<file path="config.mk">
export PLATFORM = sky130hd
export DESIGN_NAME = hst_timer
export DESIGN_NICKNAME = d
export VERILOG_FILES = /design/src/rtl/hst_pkg.sv /design/src/rtl/hst_presc.sv /design/src/rtl/hst_chan.sv /design/src/rtl/hst_timer.sv
export SDC_FILE = /design/constraint.sdc
export NUM_CORES = 1
export LEC_CHECK = 0
export BUFFER_PORTS_ARGS = -buffer_cell sky130_fd_sc_hd__buf_2
export CAP_MARGIN = 20
export CORE_UTILIZATION = 43
export DETAILED_ROUTE_END_ITERATION = 7
export GPL_ROUTABILITY_DRIVEN = 1
export PLACE_DENSITY = 0.68
export SYNTH_ARGS = -nofsm -noshare
export SYNTH_HDL_FRONTEND = slang
export SYNTH_SLANG_ARGS = --single-unit
</file>
<file path="constraint.sdc">
create_clock -name clk -period 5.6 [get_ports clk]
set_clock_uncertainty 0.15 [all_clocks]
set_input_delay 0.28 -clock clk [delete_from_list [all_inputs] [get_ports clk]]
set_output_delay 0.28 -clock clk [all_outputs]
set_load 0.05 [all_outputs]
</file>
<file path="src/rtl/hst_pkg.sv">
package hst_pkg;
  // control field positions (software-visible encoding)
  localparam int unsigned CTL_EN_BIT  = 0;
  localparam int unsigned CTL_RLD_BIT = 1;
  localparam int unsigned CTL_PS_LSB  = 4;
  localparam int unsigned PS_W        = 3;
  localparam int unsigned CTL_OS_BIT  = 7;

  // address map
  localparam int unsigned OFF_IE     = 'h00;
  localparam int unsigned OFF_STS    = 'h04;
  localparam int unsigned CH_BASE    = 'h10;
  localparam int unsigned CH_STRIDE  = 'h20;
  localparam int unsigned SUB_CTL    = 'h00;
  localparam int unsigned SUB_IVL_LO = 'h04;
  localparam int unsigned SUB_IVL_HI = 'h08;
  localparam int unsigned SUB_CNT_LO = 'h0C;
  localparam int unsigned SUB_CNT_HI = 'h10;
endpackage

</file>
<file path="src/rtl/hst_presc.sv">
module hst_presc #(
  parameter int unsigned PW = 3
) (
  input  logic          clk,
  input  logic          rst_n,
  input  logic          run,
  input  logic          clr,
  input  logic [PW-1:0] sel,
  output logic          tick
);
  localparam int unsigned DIVW = (1 << PW) - 1;

  logic [DIVW-1:0] div_q;
  logic [DIVW-1:0] mask;

  always_comb begin
    mask = '0;
    for (int k = 0; k < DIVW; k++) begin
      if (k < int'(sel)) mask[k] = 1'b1;
    end
  end

  assign tick = run && ((div_q & mask) == mask);

  always_ff @(posedge clk) begin
    if (!rst_n)   div_q <= '0;
    else if (clr) div_q <= '0;
    else if (run) div_q <= div_q + 1'b1;
  end
endmodule

</file>
<file path="src/rtl/hst_chan.sv">
module hst_chan #(
  parameter int unsigned CW       = 64,
  parameter int unsigned PW       = 3,
  parameter int unsigned DIS_SYNC = 2
) (
  input  logic          clk,
  input  logic          rst_n,
  input  logic          ctl_we,
  input  logic          w_en,
  input  logic          w_reload,
  input  logic [PW-1:0] w_presc,
  input  logic          w_oneshot,
  input  logic [CW-1:0] ivl,
  output logic          en,
  output logic          reload,
  output logic [PW-1:0] presc,
  output logic          oneshot,
  output logic [CW-1:0] cnt,
  output logic          active,
  output logic          tick,
  output logic          load,
  output logic          expire
);
  localparam int unsigned SW = $clog2(DIS_SYNC + 1);

  logic          en_q, reload_q, oneshot_q;
  logic [PW-1:0] presc_q;
  logic [SW-1:0] stop_q;
  logic [CW-1:0] cnt_q;
  logic          os_stop;

  assign active  = en_q || (stop_q != '0);
  assign load    = reload_q;
  assign expire  = tick && (cnt_q == '0);
  assign os_stop = expire && oneshot_q;

  hst_presc #(.PW(PW)) u_presc (
    .clk  (clk),
    .rst_n(rst_n),
    .run  (active && !load),
    .clr  (load),
    .sel  (presc_q),
    .tick (tick)
  );

  always_ff @(posedge clk) begin
    if (!rst_n) begin
      en_q      <= 1'b0;
      reload_q  <= 1'b0;
      oneshot_q <= 1'b0;
      presc_q   <= '0;
      stop_q    <= '0;
      cnt_q     <= '0;
    end else begin
      if (load) reload_q <= 1'b0;
      if (stop_q != '0) stop_q <= stop_q - 1'b1;

      if (load) begin
        cnt_q <= ivl;
      end else if (tick) begin
        if (cnt_q == '0) begin
          if (!oneshot_q) cnt_q <= ivl;
        end else begin
          cnt_q <= cnt_q - 1'b1;
        end
      end

      if (os_stop) begin
        en_q   <= 1'b0;
        stop_q <= '0;
      end

      if (ctl_we) begin
        en_q      <= w_en;
        reload_q  <= w_reload;
        presc_q   <= w_presc;
        oneshot_q <= w_oneshot;
        if (w_en) stop_q <= '0;
        else if (en_q && !os_stop) stop_q <= SW'(DIS_SYNC);
      end
    end
  end

  assign en      = en_q;
  assign reload  = reload_q;
  assign presc   = presc_q;
  assign oneshot = oneshot_q;
  assign cnt     = cnt_q;
endmodule

</file>
<file path="src/rtl/hst_timer.sv">
module hst_timer
  import hst_pkg::*;
#(
  parameter int unsigned NUM_CH   = 2,
  parameter int unsigned AW       = 12,
  parameter int unsigned DW       = 32,
  parameter int unsigned DIS_SYNC = 2
) (
  input  logic              clk,
  input  logic              rst_n,
  input  logic              psel,
  input  logic              penable,
  input  logic              pwrite,
  input  logic [AW-1:0]     paddr,
  input  logic [DW-1:0]     pwdata,
  output logic [DW-1:0]     prdata,
  output logic [NUM_CH-1:0] irq
);
  localparam int unsigned CW = 2 * DW;

  logic              wr;
  logic [NUM_CH-1:0] ie_q, sts_q, sts_clr;
  logic [NUM_CH-1:0] hit_ctl, hit_il, hit_ih, hit_cl, hit_ch;
  logic [NUM_CH-1:0] en_v, rld_v, os_v, act_v, tick_v, load_v, exp_v;
  logic [CW-1:0]     cnt_v [NUM_CH];
  logic [CW-1:0]     ivl_v [NUM_CH];
  logic [DW-1:0]     ctl_rd [NUM_CH];
  logic [DW-1:0]     rd;

  assign wr = psel && penable && pwrite;

  for (genvar i = 0; i < NUM_CH; i++) begin : g_ch
    localparam int unsigned BASE = CH_BASE + CH_STRIDE * i;
    logic [CW-1:0] ivl_q;
    logic [PS_W-1:0] ps;

    assign hit_ctl[i] = (paddr == AW'(BASE + SUB_CTL));
    assign hit_il[i]  = (paddr == AW'(BASE + SUB_IVL_LO));
    assign hit_ih[i]  = (paddr == AW'(BASE + SUB_IVL_HI));
    assign hit_cl[i]  = (paddr == AW'(BASE + SUB_CNT_LO));
    assign hit_ch[i]  = (paddr == AW'(BASE + SUB_CNT_HI));

    always_ff @(posedge clk) begin
      if (!rst_n) ivl_q <= '0;
      else if (wr && hit_il[i]) ivl_q[DW-1:0]  <= pwdata;
      else if (wr && hit_ih[i]) ivl_q[CW-1:DW] <= pwdata;
    end
    assign ivl_v[i] = ivl_q;

    hst_chan #(.CW(CW), .PW(PS_W), .DIS_SYNC(DIS_SYNC)) u_chan (
      .clk      (clk),
      .rst_n    (rst_n),
      .ctl_we   (wr && hit_ctl[i]),
      .w_en     (pwdata[CTL_EN_BIT]),
      .w_reload (pwdata[CTL_RLD_BIT]),
      .w_presc  (pwdata[CTL_PS_LSB +: PS_W]),
      .w_oneshot(pwdata[CTL_OS_BIT]),
      .ivl      (ivl_q),
      .en       (en_v[i]),
      .reload   (rld_v[i]),
      .presc    (ps),
      .oneshot  (os_v[i]),
      .cnt      (cnt_v[i]),
      .active   (act_v[i]),
      .tick     (tick_v[i]),
      .load     (load_v[i]),
      .expire   (exp_v[i])
    );

    always_comb begin
      ctl_rd[i] = '0;
      ctl_rd[i][CTL_EN_BIT]              = en_v[i];
      ctl_rd[i][CTL_RLD_BIT]             = rld_v[i];
      ctl_rd[i][CTL_PS_LSB +: PS_W]      = ps;
      ctl_rd[i][CTL_OS_BIT]              = os_v[i];
    end
  end

  assign sts_clr = (wr && paddr == AW'(OFF_STS)) ? pwdata[NUM_CH-1:0] : '0;

  always_ff @(posedge clk) begin
    if (!rst_n) begin
      ie_q  <= '0;
      sts_q <= '0;
    end else begin
      if (wr && paddr == AW'(OFF_IE)) ie_q <= pwdata[NUM_CH-1:0];
      sts_q <= (sts_q & ~sts_clr) | exp_v;
    end
  end

  assign irq = sts_q & ie_q;

  always_comb begin
    rd = '0;
    if (paddr == AW'(OFF_IE))  rd[NUM_CH-1:0] = ie_q;
    if (paddr == AW'(OFF_STS)) rd[NUM_CH-1:0] = sts_q;
    for (int i = 0; i < NUM_CH; i++) begin
      if (hit_ctl[i]) rd = ctl_rd[i];
      if (hit_il[i])  rd = ivl_v[i][DW-1:0];
      if (hit_ih[i])  rd = ivl_v[i][CW-1:DW];
      if (hit_cl[i])  rd = cnt_v[i][DW-1:0];
      if (hit_ch[i])  rd = cnt_v[i][CW-1:DW];
    end
  end

  assign prdata = rd;
endmodule

</file>
==> results.cfg <==
[drt]
ant_nets = 0
drt-pass1-iter-count = 6
vias_per_cell = 6.42
drt_iter0_drc = 2478
route.vias.total = 17248
wire_per_inst_um = 22.4
detail_route.drc_violations = 0
drt-total-wl_mm = 60.2

[global_route]
track_usage_pct = 30.5
globalRouteOverflowTotal = 0
grt_max_degree = 88
initial_antenna_violation_count = 0
first_global_vias = 15643
first_pass_grt_wire_length_mm = 92.1

[die]
fp.coreArea_mm2 = 0.0368
dieArea_mm2 = 0.0383
fp.dieW_um = 196
die_h_um = 196
floorplan.initialDensity_pct = 43.8
std_cell_rows = 70
io-pin-count = 83

[yosys]
yosysWarningCount = 0
register_bit_count_reported_by_yosys = 290
synth_enable_flop_cells = 0
synth.largest_area_cell = sky130_fd_sc_hd__dfxtp_1
asyncSetResetFlopFracSynth_pct = 0
synth_seq_area_share_pct = 36.0
synth_ff_type = sky130_fd_sc_hd__dfxtp_1
synth_area_per_cell_um2 = 7.41
syn_area_mm2 = 0.0161
yosys-top-cells-area = sky130_fd_sc_hd__dfxtp_1 (36%), sky130_fd_sc_hd__nand2_1 (11%), sky130_fd_sc_hd__a21oi_1 (9.1%)
post_synthesis_cell_type_count = 88
synth_nets = 2228
synthDominantCellAreaShare_pct = 36.0
post_synth_inst_count = 2175

[critical_path]
timing.critical_path.max_delay_family = simple AND/OR/NAND/NOR gates
crit_path_top_delay_cell = sky130_fd_sc_hd__nor2_2
critical_path.endpoint_type = output port
crit_path_max_fanout = 17
crit_path_max_incr_delay_ns = 1.04
worst-r2r-setup-slack_ns = 1.80
worst_ep_arrival_time_ns = 3.58
critPathRequiredTime_ns = 5.17
reg2reg_depth = 10
critPathBufInv = 2
rr_endpoint = g_ch[0].u_chan.cnt[52]
critical_path.reg2reg.startpoint = g_ch[0].u_chan.cnt[0]
path_cells = buf_2 -> or4_1 -> nor3_2 -> nand3_1 -> nor2_2 -> a22oi_1 -> nand3_1 -> buf_2
critical_path_class = primary input to output port
worstSetupStartpointType = primary input

[clock_tree]
cts_root_buf = sky130_fd_sc_hd__clkbuf_16
clk_pin_slew_ns = 0.06
clk-insertion-delay-late_ns = 0.53
post_cts_buffers = 0
htreeDepth = 2
tritoncts_num_sinks = 290
holdBufCountCts = 32
cts_made_buffers = 34
cts_tree = done
maximum_buffer_depth_of_the_clock_tree = 3
number_of_cells_upsized_or_downsized_after_cts = 0

[power]
cellLeakagePower_nw = 6.50
peak_ir_drop_on_the_vdd_network_v = 0.000175
power.density_cell_area_mw_per_mm2 = 245
report.power.total_mw = 4.46

[outcome]
outcome = completed

[sta]
report.final.hold_viol_count = 0
period_minus_slack_ns = 4.01
max_freq_ghz = 0.250
final.setup.worst_slack_ns = 1.59
setup-violations-final = 0
timing.final.crit_share_pct = 71.5
rsz0062_at_grt = false
timing.final.max_slew_violations = 0
max-slew-margin-rel_pct = 26.4
fin_tns_setup_ns = 0
tightest_slew_ns = 1.10
finalHoldWorstSlack_ns = 0.133

[layout]
area_growth_syn_to_layout_pct = 12.9
final_nets = 2246
num_antenna_cells = 0
layout-drive-gt1-share_pct = 11.3
n_fill_cell = 3575
final_cell_area_mm2 = 0.0182

[placed_design]
dp.final_hpwl_mm = 41.5
portBuffers = 82
gp_routability_congestion = 0.991
post-place-ws_ns = 1.66
dpl-instance-area_mm2 = 0.0168

[worst_hold_path]
min_from = rst_n
hold_path_end = g_ch[0].u_chan.cnt[17]
min_path_type = primary input to flop
hold_depth = 2

[run]
drv_cap = 0
[report_power, final]
part	switching (mW)	leakage [nW]	internal [mW]
registers	0.0000440	2.33	2.06
logic	0.115	3.62	0.0447
clock network	0.909	0.551	1.33
[layout by cell type, fill, tap and decap left out, types with 23 or more instances in the layout]
master	instances
sky130_fd_sc_hd__a21oi_1	293
sky130_fd_sc_hd__a222oi_1	23
sky130_fd_sc_hd__buf_2	81
sky130_fd_sc_hd__buf_4	37
sky130_fd_sc_hd__clkbuf_16	37
sky130_fd_sc_hd__dfxtp_1	290
sky130_fd_sc_hd__dlygate4sd3_1	32
sky130_fd_sc_hd__mux2i_1	41
sky130_fd_sc_hd__nand2_1	466
sky130_fd_sc_hd__nand3_1	67
sky130_fd_sc_hd__nor2_1	143
sky130_fd_sc_hd__nor3_1	70
sky130_fd_sc_hd__nor4_1	32
sky130_fd_sc_hd__o211ai_1	40
sky130_fd_sc_hd__o21ai_0	125
sky130_fd_sc_hd__o22ai_1	35
[state kept, by name, summed over array words and instances (netlist names)]
name / count
sts_q: 2
ie_q: 2
g_ch.u_chan.presc: 6
g_ch.ivl_q: 128
g_ch.u_chan.oneshot: 2
g_ch.u_chan.load: 2
g_ch.u_chan.en: 2
g_ch.u_chan.cnt: 128
g_ch.u_chan.stop_q: 4
g_ch.u_chan.u_presc.div_q: 14
[stage by stage]
step                utilization, %  cells
global placement              45.5   2591
CTS                           49.4   2685
detailed placement            45.5   2592
finish                        49.5   2686
floorplan                        -   2175
global route                  49.5   2686
[cells in the mapped netlist, types with 7 or more instances]
cell type	number
sky130_fd_sc_hd__a221oi_1	8
sky130_fd_sc_hd__buf_4	12
sky130_fd_sc_hd__o21ai_0	125
sky130_fd_sc_hd__o21a_1	10
sky130_fd_sc_hd__a21oi_1	293
sky130_fd_sc_hd__inv_1	21
sky130_fd_sc_hd__o31a_1	13
sky130_fd_sc_hd__buf_2	31
sky130_fd_sc_hd__buf_6	7
sky130_fd_sc_hd__mux2i_1	41
sky130_fd_sc_hd__nand4_1	22
sky130_fd_sc_hd__a31o_2	7
sky130_fd_sc_hd__or4_1	17
sky130_fd_sc_hd__dfxtp_1	290
sky130_fd_sc_hd__xor2_1	12
sky130_fd_sc_hd__a222oi_1	23
sky130_fd_sc_hd__nor4_2	7
sky130_fd_sc_hd__nand3_1	69
sky130_fd_sc_hd__a31oi_1	11
sky130_fd_sc_hd__a32o_1	12
sky130_fd_sc_hd__a22oi_1	22
sky130_fd_sc_hd__o211ai_1	40
sky130_fd_sc_hd__o21ai_1	10
sky130_fd_sc_hd__o41ai_1	9
sky130_fd_sc_hd__nor4_1	32
sky130_fd_sc_hd__and3_1	22
sky130_fd_sc_hd__and2_1	13
sky130_fd_sc_hd__o22ai_1	35
sky130_fd_sc_hd__nand2_1	466
sky130_fd_sc_hd__clkbuf_1	114
sky130_fd_sc_hd__nor2_1	146
sky130_fd_sc_hd__or3_1	19
sky130_fd_sc_hd__nor3_1	73
sky130_fd_sc_hd__and4_1	10
sky130_fd_sc_hd__nand2b_1	7
[layer usage]
| layer | routed length [um] | global-route usage [%] |
|---|---|---|
| met5 | 0 | 0 |
| met4 | 2070 | 11.1 |
| met3 | 6480 | 5.58 |
| met2 | 26100 | 46.0 |
| met1 | 25500 | 43.2 |
[how the worst max path moves through the flow]
| stage | from | endpoint | slack, ns | cells past startpoint |
|---|---|---|---|---|
| 5_1_grt | paddr[9] | prdata[24] | 1.42 | 8 |
| 4_1_cts | paddr[9] | prdata[26] | 1.66 | 8 |
| 6_report | paddr[9] | prdata[26] | 1.59 | 8 |
| 2_1_floorplan | paddr[9] | prdata[10] | 2.09 | 6 |
| 3_3_place_gp | paddr[9] | prdata[24] | 1.72 | 8 |
| 3_5_place_dp | paddr[9] | prdata[26] | 1.66 | 8 |
[worst reg2reg max path: stages, from the launching register on]
cell,delay (ns)
sky130_fd_sc_hd__dfxtp_1,0.36
sky130_fd_sc_hd__inv_1,0.09
sky130_fd_sc_hd__ha_1,0.19
sky130_fd_sc_hd__nor4b_2,0.36
sky130_fd_sc_hd__and2_1,0.37
sky130_fd_sc_hd__and3_1,0.51
sky130_fd_sc_hd__nand4_1,0.25
sky130_fd_sc_hd__a21oi_4,0.61
sky130_fd_sc_hd__buf_4,0.46
sky130_fd_sc_hd__nor2_1,0.10
sky130_fd_sc_hd__o221a_2,0.25
[layout make-up]
| class | instances | area (um^2) | area share [%] |
|---|---|---|---|
| Sequential cell | 290 | 5810 | 31.9 |
| Timing Repair Buffer | 153 | 1070 | 5.86 |
| Tap cell | 468 | 586 | 3.22 |
| Multi-Input combinational cell | 1692 | 9540 | 52.4 |
| Clock inverter | 9 | 72.6 | 0.399 |
| Inverter | 22 | 87.6 | 0.481 |
| Clock buffer | 52 | 1040 | 5.73 |
[logic make-up after synthesis]
kind of cell	synth area share, %
buffers and inverters	5.41
flip-flops	36.0
XOR/XNOR	0.652
AND/OR/NAND/NOR	28.1
adder cells (fa/ha/maj)	0.311
multiplexers	3.45
AO/OA/AOI/OAI	26.1
(Power assumes the default switching activity.)
